**src/rtl/tw_reg_pkg.sv**
```systemverilog
package tw_reg_pkg;

  typedef enum logic [3:0] {
    ST_IDLE, ST_DEV, ST_DEVACK, ST_REG, ST_REGACK,
    ST_WR, ST_WRACK, ST_RD, ST_RDACK, ST_SKIP
  } twState_t;

  // bus events seen on the system clock
  typedef struct packed {
    logic start;
    logic stop;
    logic sclRise;
    logic sclFall;
    logic sclLvl;
    logic sdaLvl;
  } busEv_t;

  // control -> datapath strobes
  typedef struct packed {
    logic shiftIn;
    logic shiftOut;
    logic setPtr;
    logic wrByte;
    logic loadTx;
    logic phase;     // 0: high byte of a word, 1: low byte
  } dpCmd_t;

  // strap pins fill bits 4 and 2 of the 7-bit device address
  function automatic logic [6:0] devAddrOf(input logic [1:0] strap);
    return {2'b10, strap[1], 1'b1, strap[0], 2'b00};
  endfunction

endpackage

```
**src/rtl/tw_reg_sync.sv**
```systemverilog
module tw_reg_sync
  import tw_reg_pkg::*;
#(
  parameter int STAGES = 2
) (
  input  logic   clk,
  input  logic   rstN,
  input  logic   sclIn,
  input  logic   sdaIn,
  output busEv_t ev
);
  logic [STAGES-1:0] sclPipe, sdaPipe;
  logic sclD, sdaD, sclS, sdaS;

  // reset to the idle bus level so that no start is seen at release
  always_ff @(posedge clk) begin
    if (!rstN) begin
      sclPipe <= '1;
      sdaPipe <= '1;
      sclD    <= 1'b1;
      sdaD    <= 1'b1;
    end else begin
      sclPipe <= {sclPipe[STAGES-2:0], sclIn};
      sdaPipe <= {sdaPipe[STAGES-2:0], sdaIn};
      sclD    <= sclPipe[STAGES-1];
      sdaD    <= sdaPipe[STAGES-1];
    end
  end

  assign sclS = sclPipe[STAGES-1];
  assign sdaS = sdaPipe[STAGES-1];

  always_comb begin
    ev.sclLvl  = sclS;
    ev.sdaLvl  = sdaS;
    ev.sclRise = sclS & ~sclD;
    ev.sclFall = ~sclS & sclD;
    ev.start   = sclS & sclD & sdaD & ~sdaS;
    ev.stop    = sclS & sclD & ~sdaD & sdaS;
  end

endmodule

```
**src/rtl/tw_reg_ctrl.sv**
```systemverilog
module tw_reg_ctrl
  import tw_reg_pkg::*;
#(
  parameter int BYTE_W = 8
) (
  input  logic              clk,
  input  logic              rstN,
  input  busEv_t            ev,
  input  logic [1:0]        strapSel,
  input  logic [BYTE_W-1:0] rxByte,
  input  logic              txBit,
  output dpCmd_t            cmd,
  output logic              sdaOe
);
  localparam int CNT_W = $clog2(BYTE_W + 1);

  twState_t         state;
  logic [CNT_W-1:0] bitCnt;
  logic             phase, isRead, mAck;
  logic             byteDone, devHit, busy;

  assign byteDone = ev.sclFall && (bitCnt == CNT_W'(BYTE_W));
  assign devHit   = (rxByte[BYTE_W-1:1] == devAddrOf(strapSel));
  assign busy     = !ev.start && !ev.stop;

  always_comb begin
    cmd       = '0;
    cmd.phase = phase;
    if (busy) begin
      case (state)
        ST_DEV:    cmd.shiftIn  = ev.sclRise;
        ST_REG: begin
          cmd.shiftIn = ev.sclRise;
          cmd.setPtr  = byteDone;
        end
        ST_WR: begin
          cmd.shiftIn = ev.sclRise;
          cmd.wrByte  = byteDone;
        end
        ST_DEVACK: cmd.loadTx   = ev.sclFall && isRead;
        ST_RD:     cmd.shiftOut = ev.sclFall && (bitCnt != CNT_W'(BYTE_W));
        ST_RDACK:  cmd.loadTx   = ev.sclFall && mAck;
        default: ;
      endcase
    end
  end

  always_ff @(posedge clk) begin
    if (!rstN) begin
      state  <= ST_IDLE;
      bitCnt <= '0;
      phase  <= 1'b0;
      isRead <= 1'b0;
      mAck   <= 1'b0;
    end else if (ev.stop) begin
      state  <= ST_IDLE;
      bitCnt <= '0;
      phase  <= 1'b0;
    end else if (ev.start) begin
      // any start drops a partial word and restarts address reception
      state  <= ST_DEV;
      bitCnt <= '0;
      phase  <= 1'b0;
    end else begin
      case (state)
        ST_DEV, ST_REG, ST_WR: begin
          if (ev.sclRise) bitCnt <= bitCnt + 1'b1;
          else if (byteDone) begin
            bitCnt <= '0;
            if (state == ST_DEV) begin
              if (devHit) begin
                state  <= ST_DEVACK;
                isRead <= rxByte[0];
              end else begin
                state  <= ST_SKIP;
              end
            end else if (state == ST_REG) begin
              state <= ST_REGACK;
              phase <= 1'b0;
            end else begin
              state <= ST_WRACK;
              phase <= ~phase;
            end
          end
        end
        ST_DEVACK: if (ev.sclFall) begin
          if (isRead) begin
            state <= ST_RD;
            phase <= ~phase;
          end else begin
            state <= ST_REG;
          end
        end
        ST_REGACK, ST_WRACK: if (ev.sclFall) state <= ST_WR;
        ST_RD: begin
          if (ev.sclRise) bitCnt <= bitCnt + 1'b1;
          else if (byteDone) begin
            bitCnt <= '0;
            state  <= ST_RDACK;
          end
        end
        ST_RDACK: begin
          if (ev.sclRise) mAck <= ~ev.sdaLvl;
          else if (ev.sclFall) begin
            if (mAck) begin
              state <= ST_RD;
              phase <= ~phase;
            end else begin
              state <= ST_SKIP;         // master NACK ends the stream
            end
          end
        end
        default: ;
      endcase
    end
  end

  assign sdaOe = (state == ST_DEVACK) || (state == ST_REGACK) ||
                 (state == ST_WRACK) || ((state == ST_RD) && !txBit);

  // the open-drain enable moves only while SCL is low
  assert_sda_scl_low_R10: assert property (@(posedge clk) disable iff (!rstN)
    (sdaOe != $past(sdaOe)) |-> !ev.sclLvl);

  // an unaddressed slave never drives the line
  assert_skip_quiet_R2: assert property (@(posedge clk) disable iff (!rstN)
    (state == ST_SKIP) |-> !sdaOe);

  // the acknowledge slot opens only on the falling edge after a byte
  assert_ack_on_fall_R3: assert property (@(posedge clk) disable iff (!rstN)
    ((state == ST_WRACK) && ($past(state) == ST_WR)) |-> $past(ev.sclFall));

  // the bit counter never runs past one byte
  assert_bitcnt_range_R3: assert property (@(posedge clk) disable iff (!rstN)
    bitCnt <= CNT_W'(BYTE_W));

endmodule

```
**src/rtl/tw_reg_dp.sv**
```systemverilog
module tw_reg_dp
  import tw_reg_pkg::*;
#(
  parameter int          ADDR_W   = 8,
  parameter int          DATA_W   = 16,
  parameter logic [7:0]  WIN_ADDR = 8'hF0
) (
  input  logic                  clk,
  input  logic                  rstN,
  input  dpCmd_t                cmd,
  input  logic                  sdaLvl,
  output logic [DATA_W/2-1:0]   rxByte,
  output logic                  txBit,
  output logic [ADDR_W-1:0]     regAddr,
  output logic [DATA_W-1:0]     regWdata,
  output logic                  regWe,
  input  logic [DATA_W-1:0]     regRdata
);
  localparam int BYTE_W = DATA_W / 2;

  logic [BYTE_W-1:0] rxShift, txShift, hiByte, loByte;
  logic [ADDR_W-1:0] ptr, hiAddr, wrAddr;
  logic [DATA_W-1:0] wData;
  logic              we, winHit;

  assign winHit = (ptr == ADDR_W'(WIN_ADDR));

  always_ff @(posedge clk) begin
    if (!rstN) begin
      rxShift <= '0;
      txShift <= '1;
      hiByte  <= '0;
      loByte  <= '0;
      ptr     <= '0;
      hiAddr  <= '0;
      wrAddr  <= '0;
      wData   <= '0;
      we      <= 1'b0;
    end else begin
      we <= 1'b0;
      if (cmd.shiftIn)  rxShift <= {rxShift[BYTE_W-2:0], sdaLvl};
      if (cmd.shiftOut) txShift <= {txShift[BYTE_W-2:0], 1'b1};
      if (cmd.setPtr)   ptr     <= ADDR_W'(rxShift);
      if (cmd.wrByte) begin
        if (winHit) begin
          // window byte completes the word held from an earlier high byte
          we     <= 1'b1;
          wrAddr <= hiAddr;
          wData  <= {hiByte, rxShift};
        end else if (!cmd.phase) begin
          // high byte is only held, nothing is written yet
          hiByte <= rxShift;
          hiAddr <= ptr;
        end else begin
          // full word committed, pointer steps
          we     <= 1'b1;
          wrAddr <= ptr;
          wData  <= {hiByte, rxShift};
          ptr    <= ptr + 1'b1;
        end
      end
      if (cmd.loadTx) begin
        if (winHit) begin
          txShift <= loByte;
        end else if (!cmd.phase) begin
          txShift <= regRdata[DATA_W-1:BYTE_W];
          loByte  <= regRdata[BYTE_W-1:0];
          hiAddr  <= ptr;
        end else begin
          txShift <= loByte;
          ptr     <= ptr + 1'b1;
        end
      end
    end
  end

  assign rxByte   = rxShift;
  assign txBit    = txShift[BYTE_W-1];
  assign regWe    = we;
  assign regWdata = wData;
  assign regAddr  = we ? wrAddr : ptr;

  // each write strobe lasts a single cycle
  assert_single_strobe_R3: assert property (@(posedge clk) disable iff (!rstN)
    regWe |=> !regWe);

  // the pointer is either loaded from the bus or steps by one
  assert_ptr_step_R5: assert property (@(posedge clk) disable iff (!rstN)
    (ptr != $past(ptr)) |-> ($past(cmd.setPtr) || (ptr == $past(ptr) + 1'b1)));

endmodule

```
**src/rtl/tw_reg_slave.sv**
```systemverilog
module tw_reg_slave
  import tw_reg_pkg::*;
#(
  parameter int         ADDR_W      = 8,
  parameter int         DATA_W      = 16,
  parameter logic [7:0] WIN_ADDR    = 8'hF0,
  parameter int         SYNC_STAGES = 2
) (
  input  logic              clk,
  input  logic              rstN,
  input  logic              sclIn,
  input  logic              sdaIn,
  input  logic [1:0]        strapSel,
  output logic              sdaOe,
  output logic [ADDR_W-1:0] regAddr,
  output logic [DATA_W-1:0] regWdata,
  output logic              regWe,
  input  logic [DATA_W-1:0] regRdata
);
  localparam int BYTE_W = DATA_W / 2;

  busEv_t            ev;
  dpCmd_t            cmd;
  logic [BYTE_W-1:0] rxByte;
  logic              txBit;

  tw_reg_sync #(.STAGES(SYNC_STAGES)) u_sync (
    .clk(clk), .rstN(rstN), .sclIn(sclIn), .sdaIn(sdaIn), .ev(ev)
  );

  tw_reg_ctrl #(.BYTE_W(BYTE_W)) u_ctrl (
    .clk(clk), .rstN(rstN), .ev(ev), .strapSel(strapSel),
    .rxByte(rxByte), .txBit(txBit), .cmd(cmd), .sdaOe(sdaOe)
  );

  tw_reg_dp #(.ADDR_W(ADDR_W), .DATA_W(DATA_W), .WIN_ADDR(WIN_ADDR)) u_dp (
    .clk(clk), .rstN(rstN), .cmd(cmd), .sdaLvl(ev.sdaLvl),
    .rxByte(rxByte), .txBit(txBit), .regAddr(regAddr),
    .regWdata(regWdata), .regWe(regWe), .regRdata(regRdata)
  );

endmodule

```
**config.mk**
```make
export PLATFORM = sky130hd
export DESIGN_NAME = tw_reg_slave
export DESIGN_NICKNAME = d
export VERILOG_FILES = /design/src/rtl/tw_reg_pkg.sv /design/src/rtl/tw_reg_sync.sv /design/src/rtl/tw_reg_ctrl.sv /design/src/rtl/tw_reg_dp.sv /design/src/rtl/tw_reg_slave.sv
export SDC_FILE = /design/constraint.sdc
export NUM_CORES = 1
export LEC_CHECK = 0
export BUFFER_PORTS_ARGS = -buffer_cell sky130_fd_sc_hd__buf_4
export CAP_MARGIN = 0
export CORE_MARGIN = 3
export CORE_UTILIZATION = 61
export CTS_BUF_LIST = sky130_fd_sc_hd__clkbuf_4
export CTS_CLUSTER_SIZE = 24
export DETAILED_ROUTE_END_ITERATION = 6
export PLACE_DENSITY = 0.87
export SLEW_MARGIN = 15
export SYNTH_ARGS = -nofsm -noshare
export SYNTH_HDL_FRONTEND = slang
export SYNTH_SLANG_ARGS = --single-unit
export TNS_END_PERCENT = 10
```
**constraint.sdc**
```tcl
create_clock -name clk -period 2.4 [get_ports clk]
set_input_delay 0.36 -clock clk [delete_from_list [all_inputs] [get_ports clk]]
set_output_delay 0.36 -clock clk [all_outputs]
set_load 0.02 [all_outputs]
```
==> flow_summary.toml <==
[sta]
fmaxAchievable_ghz = 0.468
finalSetupViolCount = 0
setup_slack_ns = 0.262
maxSlewViolCount = 0
finClkSkew_ns = 0.0218
tightest_slew_ns = 0.545
finalHoldViolCount = 0
fin_crit_ns = 2.14
post-route-period-util_pct = 89.1
setup-tns-final_ns = 0
rsz0062_at_grt = "no"
slew_headroom_pct = 63.6

[grt]
grt_max_degree = 45
grt_pass1_vias = 3621
antenna_found_initial = 0
grt_pass1_wl_um = 16700
grt_use_total_pct = 24.8
grt_overflow_total = 0

[power]
seqPwrFrac_pct = 60.3
p_sw_share_pct = 24.5
leakage_uw = 0.00203
power_density_mw_per_mm2 = 513
power_frac_clock_pct = 35.3
p_int_uw = 1890
p_sw_uw = 613
p_comb_share_pct = 4.4
peakVddDrop_mv = 0.434

[drt]
via_count = 3707
dr.pass1.iters = 4
detail_route.wl_per_cell_um = 15.5
viasPerCell = 5.87
drc = 0
drt-total-wl_um = 9780
drt_iter0_drc = 288
drt.antenna.violating_nets = 0

[floorplan]
die-height_um = 90.0
core_sq_mm = 0.00660
ios = 48
dieArea_sq_mm = 0.00810
die_w_um = 90.0
core.rowCount = 29
initial_core_util_pct = 65.2

[clock_tree]
cts_max_level = 3
clockBufferDepth = 2
cts-resized-gates = 0
root_buffer = "clkbuf_4"
postCtsSetupBuffers = 0
clkSlewWorstSetupHoldPaths_ns = 0.15
postCtsHoldBufs = 0
cts-buffers-inserted = 9
clock_latency_ns = 0.44
clock_sinks = 90
cts_tree = "built"

[synthesis]
yosysWarnings = 0
synth_seq_area_share_pct = 41.8
synth_simple_gate_area_share_pct = 21.6
synth_flop_cell = "dfxtp_1"
synth_xor_area_share_pct = 2.44
syn_inst = 497
synth_edf_count = 0
ys_seq_elements = 90
synth_top_family_by_area = "simple AND/OR/NAND/NOR gates"
yosysUniqueCellTypes = 59
yosys.area_share.adder_pct = 1.16
synth_nets = 523
yosys-mux-area-fraction_pct = 9.88
avgSynthCellArea_sq_um = 8.67
synthArstFlopShare_pct = 0
synth_compound_area_share_pct = 17.9
syn_area_sq_mm = 0.00431

[critical_path]
cp.required_ns = 2.04
worstPathArrival_ns = 1.78
crit_type = "flip-flop to output pin"
critPathMaxFanout = 15
critPathLaunchType = "flip-flop"
endpoint_kind = "output pin"

[layout]
syn_to_final_growth_pct = 13.2
area.sequential_sq_mm = 0.00180
n_fill_cell = 519
multiInputGateArea_sq_mm = 0.00229
insertedDiodeCount = 0
final_net_count = 560
drive_above_1_share_pct = 18.6

[min_path]
worstHoldPathType = "primary input to flip-flop"

[placement]
hpwl_um = 6940
port_buffers = 47
place_ws_ns = 0.340
gp_congestion = 0.905

[run_status]
run_status = "complete, no violations"

[job]
maxCapViolCount = 0
cell usage in the layout, fill, tap and decap left out, drive strengths merged, types with 2 or more instances in the layout:
cell,synthesis,final
o21a,4,4
buf,19,62
o211a,11,11
mux2,12,12
inv,11,15
a21boi,20,20
xor2,5,5
clkinvlp,0,2
and3,2,2
nor2,19,19
nor2b,8,8
o211ai,5,5
xnor2,7,7
nand4,5,5
nand3b,5,5
and4,2,2
clkbuf,17,9
o22ai,3,3
a21o,3,3
o21ai,12,12
nor3,5,5
a21oi,30,30
nor4,3,3
nand3,29,29
a211oi,4,4
a2111oi,2,2
nand2,102,102
mux2i,29,29
nor3b,2,2
nand2b,8,8
ha,4,4
a211o,2,2
a311oi,3,3
dfxtp,90,90
sequential cells by signal, summed over array words and instances (netlist names):
signal          cells
u_dp.wrAddr         8
u_dp.hiAddr         8
u_dp.rxByte         8
u_dp.txShift        8
u_ctrl.state        4
u_dp.loByte         8
u_ctrl.bitCnt       4
u_sync.sclD         1
u_sync.sdaD         1
u_dp.ptr            8
u_dp.hiByte         8
u_ctrl.mAck         1
u_dp.regWdata      16
u_dp.regWe          1
u_sync.sdaPipe      2
u_ctrl.isRead       1
u_sync.sclPipe      2
u_ctrl.phase        1
power by group through the flow:
stage / sequential [uW] / clock [uW] / combinational, uW
2_1_floorplan: 1540 / 0 / 68.1
3_3_place_gp: 1540 / 0 / 107
6_report: 1510 / 884 / 110
3_5_place_dp: 1540 / 0 / 109
4_1_cts: 1510 / 893 / 110
5_1_grt: 1510 / 963 / 121
layer usage:
layer	vias up	track usage [%]	part of all wire (%)
met3	17	5.51	6.2
met2	122	42.9	50
met4	0	10.2	2.0
met1	1762	29.8	42
li1	1806	-	-
met5	-	0	0
worst max-delay path: stages, from the launching register on:
cell	delay, ns
dfxtp_1	0.70
inv_1	0.12
o21ai_0	0.19
a21oi_1	0.09
nor2_1	0.09
buf_4	0.15
worst paths after layout:
| check | depth (start not counted) | to | slack [ns] | from |
|---|---|---|---|---|
| worst max-delay path | 5 | sdaOe | 0.26 | u_ctrl.state[2] |
| worst min-delay path | 2 | u_sync.sdaPipe[0] | 0.09 | sdaIn |
| worst max register to register | 7 | u_dp.hiByte[1] | 0.30 | u_dp.ptr[0] |
| worst min register to register | 1 | u_sync.sdaPipe[1] | 0.43 | u_sync.sdaPipe[0] |
metrics by stage:
| step | std cells | cell area (sq um) | hold WS (ns) | utilization (%) | power [uW] |
|---|---|---|---|---|---|
| final | 632 | 4880 | 0.0897 | 73.9 | 2500 |
| after global routing | 632 | 4880 | 0.0598 | 73.9 | 2590 |
| after CTS | 632 | 4880 | 0.0778 | 73.9 | 2510 |
| after detailed placement | 616 | 4730 | 0.403 | 71.6 | 1650 |
| after global placement | 616 | 4730 | 0.388 | 71.6 | 1650 |
| after floorplan | 497 | 4310 | 0.386 | - | 1610 |
final cells by class:
| cell class | count | share of cell area, % |
|---|---|---|
| inverters | 11 | 0.847 |
| repair buffers | 62 | 9.80 |
| clock buffers | 9 | 1.39 |
| multi-input cells | 360 | 46.9 |
| clock inverters | 7 | 1.69 |
| well taps | 93 | 2.39 |
| flip-flops and latches | 90 | 36.9 |
logic make-up (layout without fill, tap and decap cells):
logic type | after synthesis | count (layout)
compound gates | 106 | 106
xor+xnor | 12 | 12
fa+ha+maj | 4 | 4
buf+inv | 47 | 89
flops | 90 | 90
mux | 41 | 41
simple gates | 197 | 197
Yosys cell counts (all sizes together), types with 2 or more instances:
master	count	area share, %
a21oi	30	3.5
o21a	4	0.70
buf	19	2.8
dfxtp	90	42
mux2	12	3.1
nand3b	5	0.87
mux2i	29	6.7
nand4	5	0.73
o211ai	5	0.99
a211o	2	0.41
ha	4	1.2
a21o	3	0.52
a311oi	3	0.76
nor2b	8	1.2
nor3	5	0.58
o22ai	3	0.44
o21ai	12	1.7
nand3	29	3.4
nor4	3	0.78
o211a	11	2.6
a2111oi	2	0.84
inv	11	0.96
xnor2	7	1.4
nand2	102	8.9
nor3b	2	0.46
nand2b	8	1.2
xor2	5	1.0
a21boi	20	3.5
clkbuf	17	1.5
nor2	19	1.7
and4	2	0.41
a211oi	4	0.70
and3	2	0.29
No activity file was read; power rests on OpenSTA's default activity.
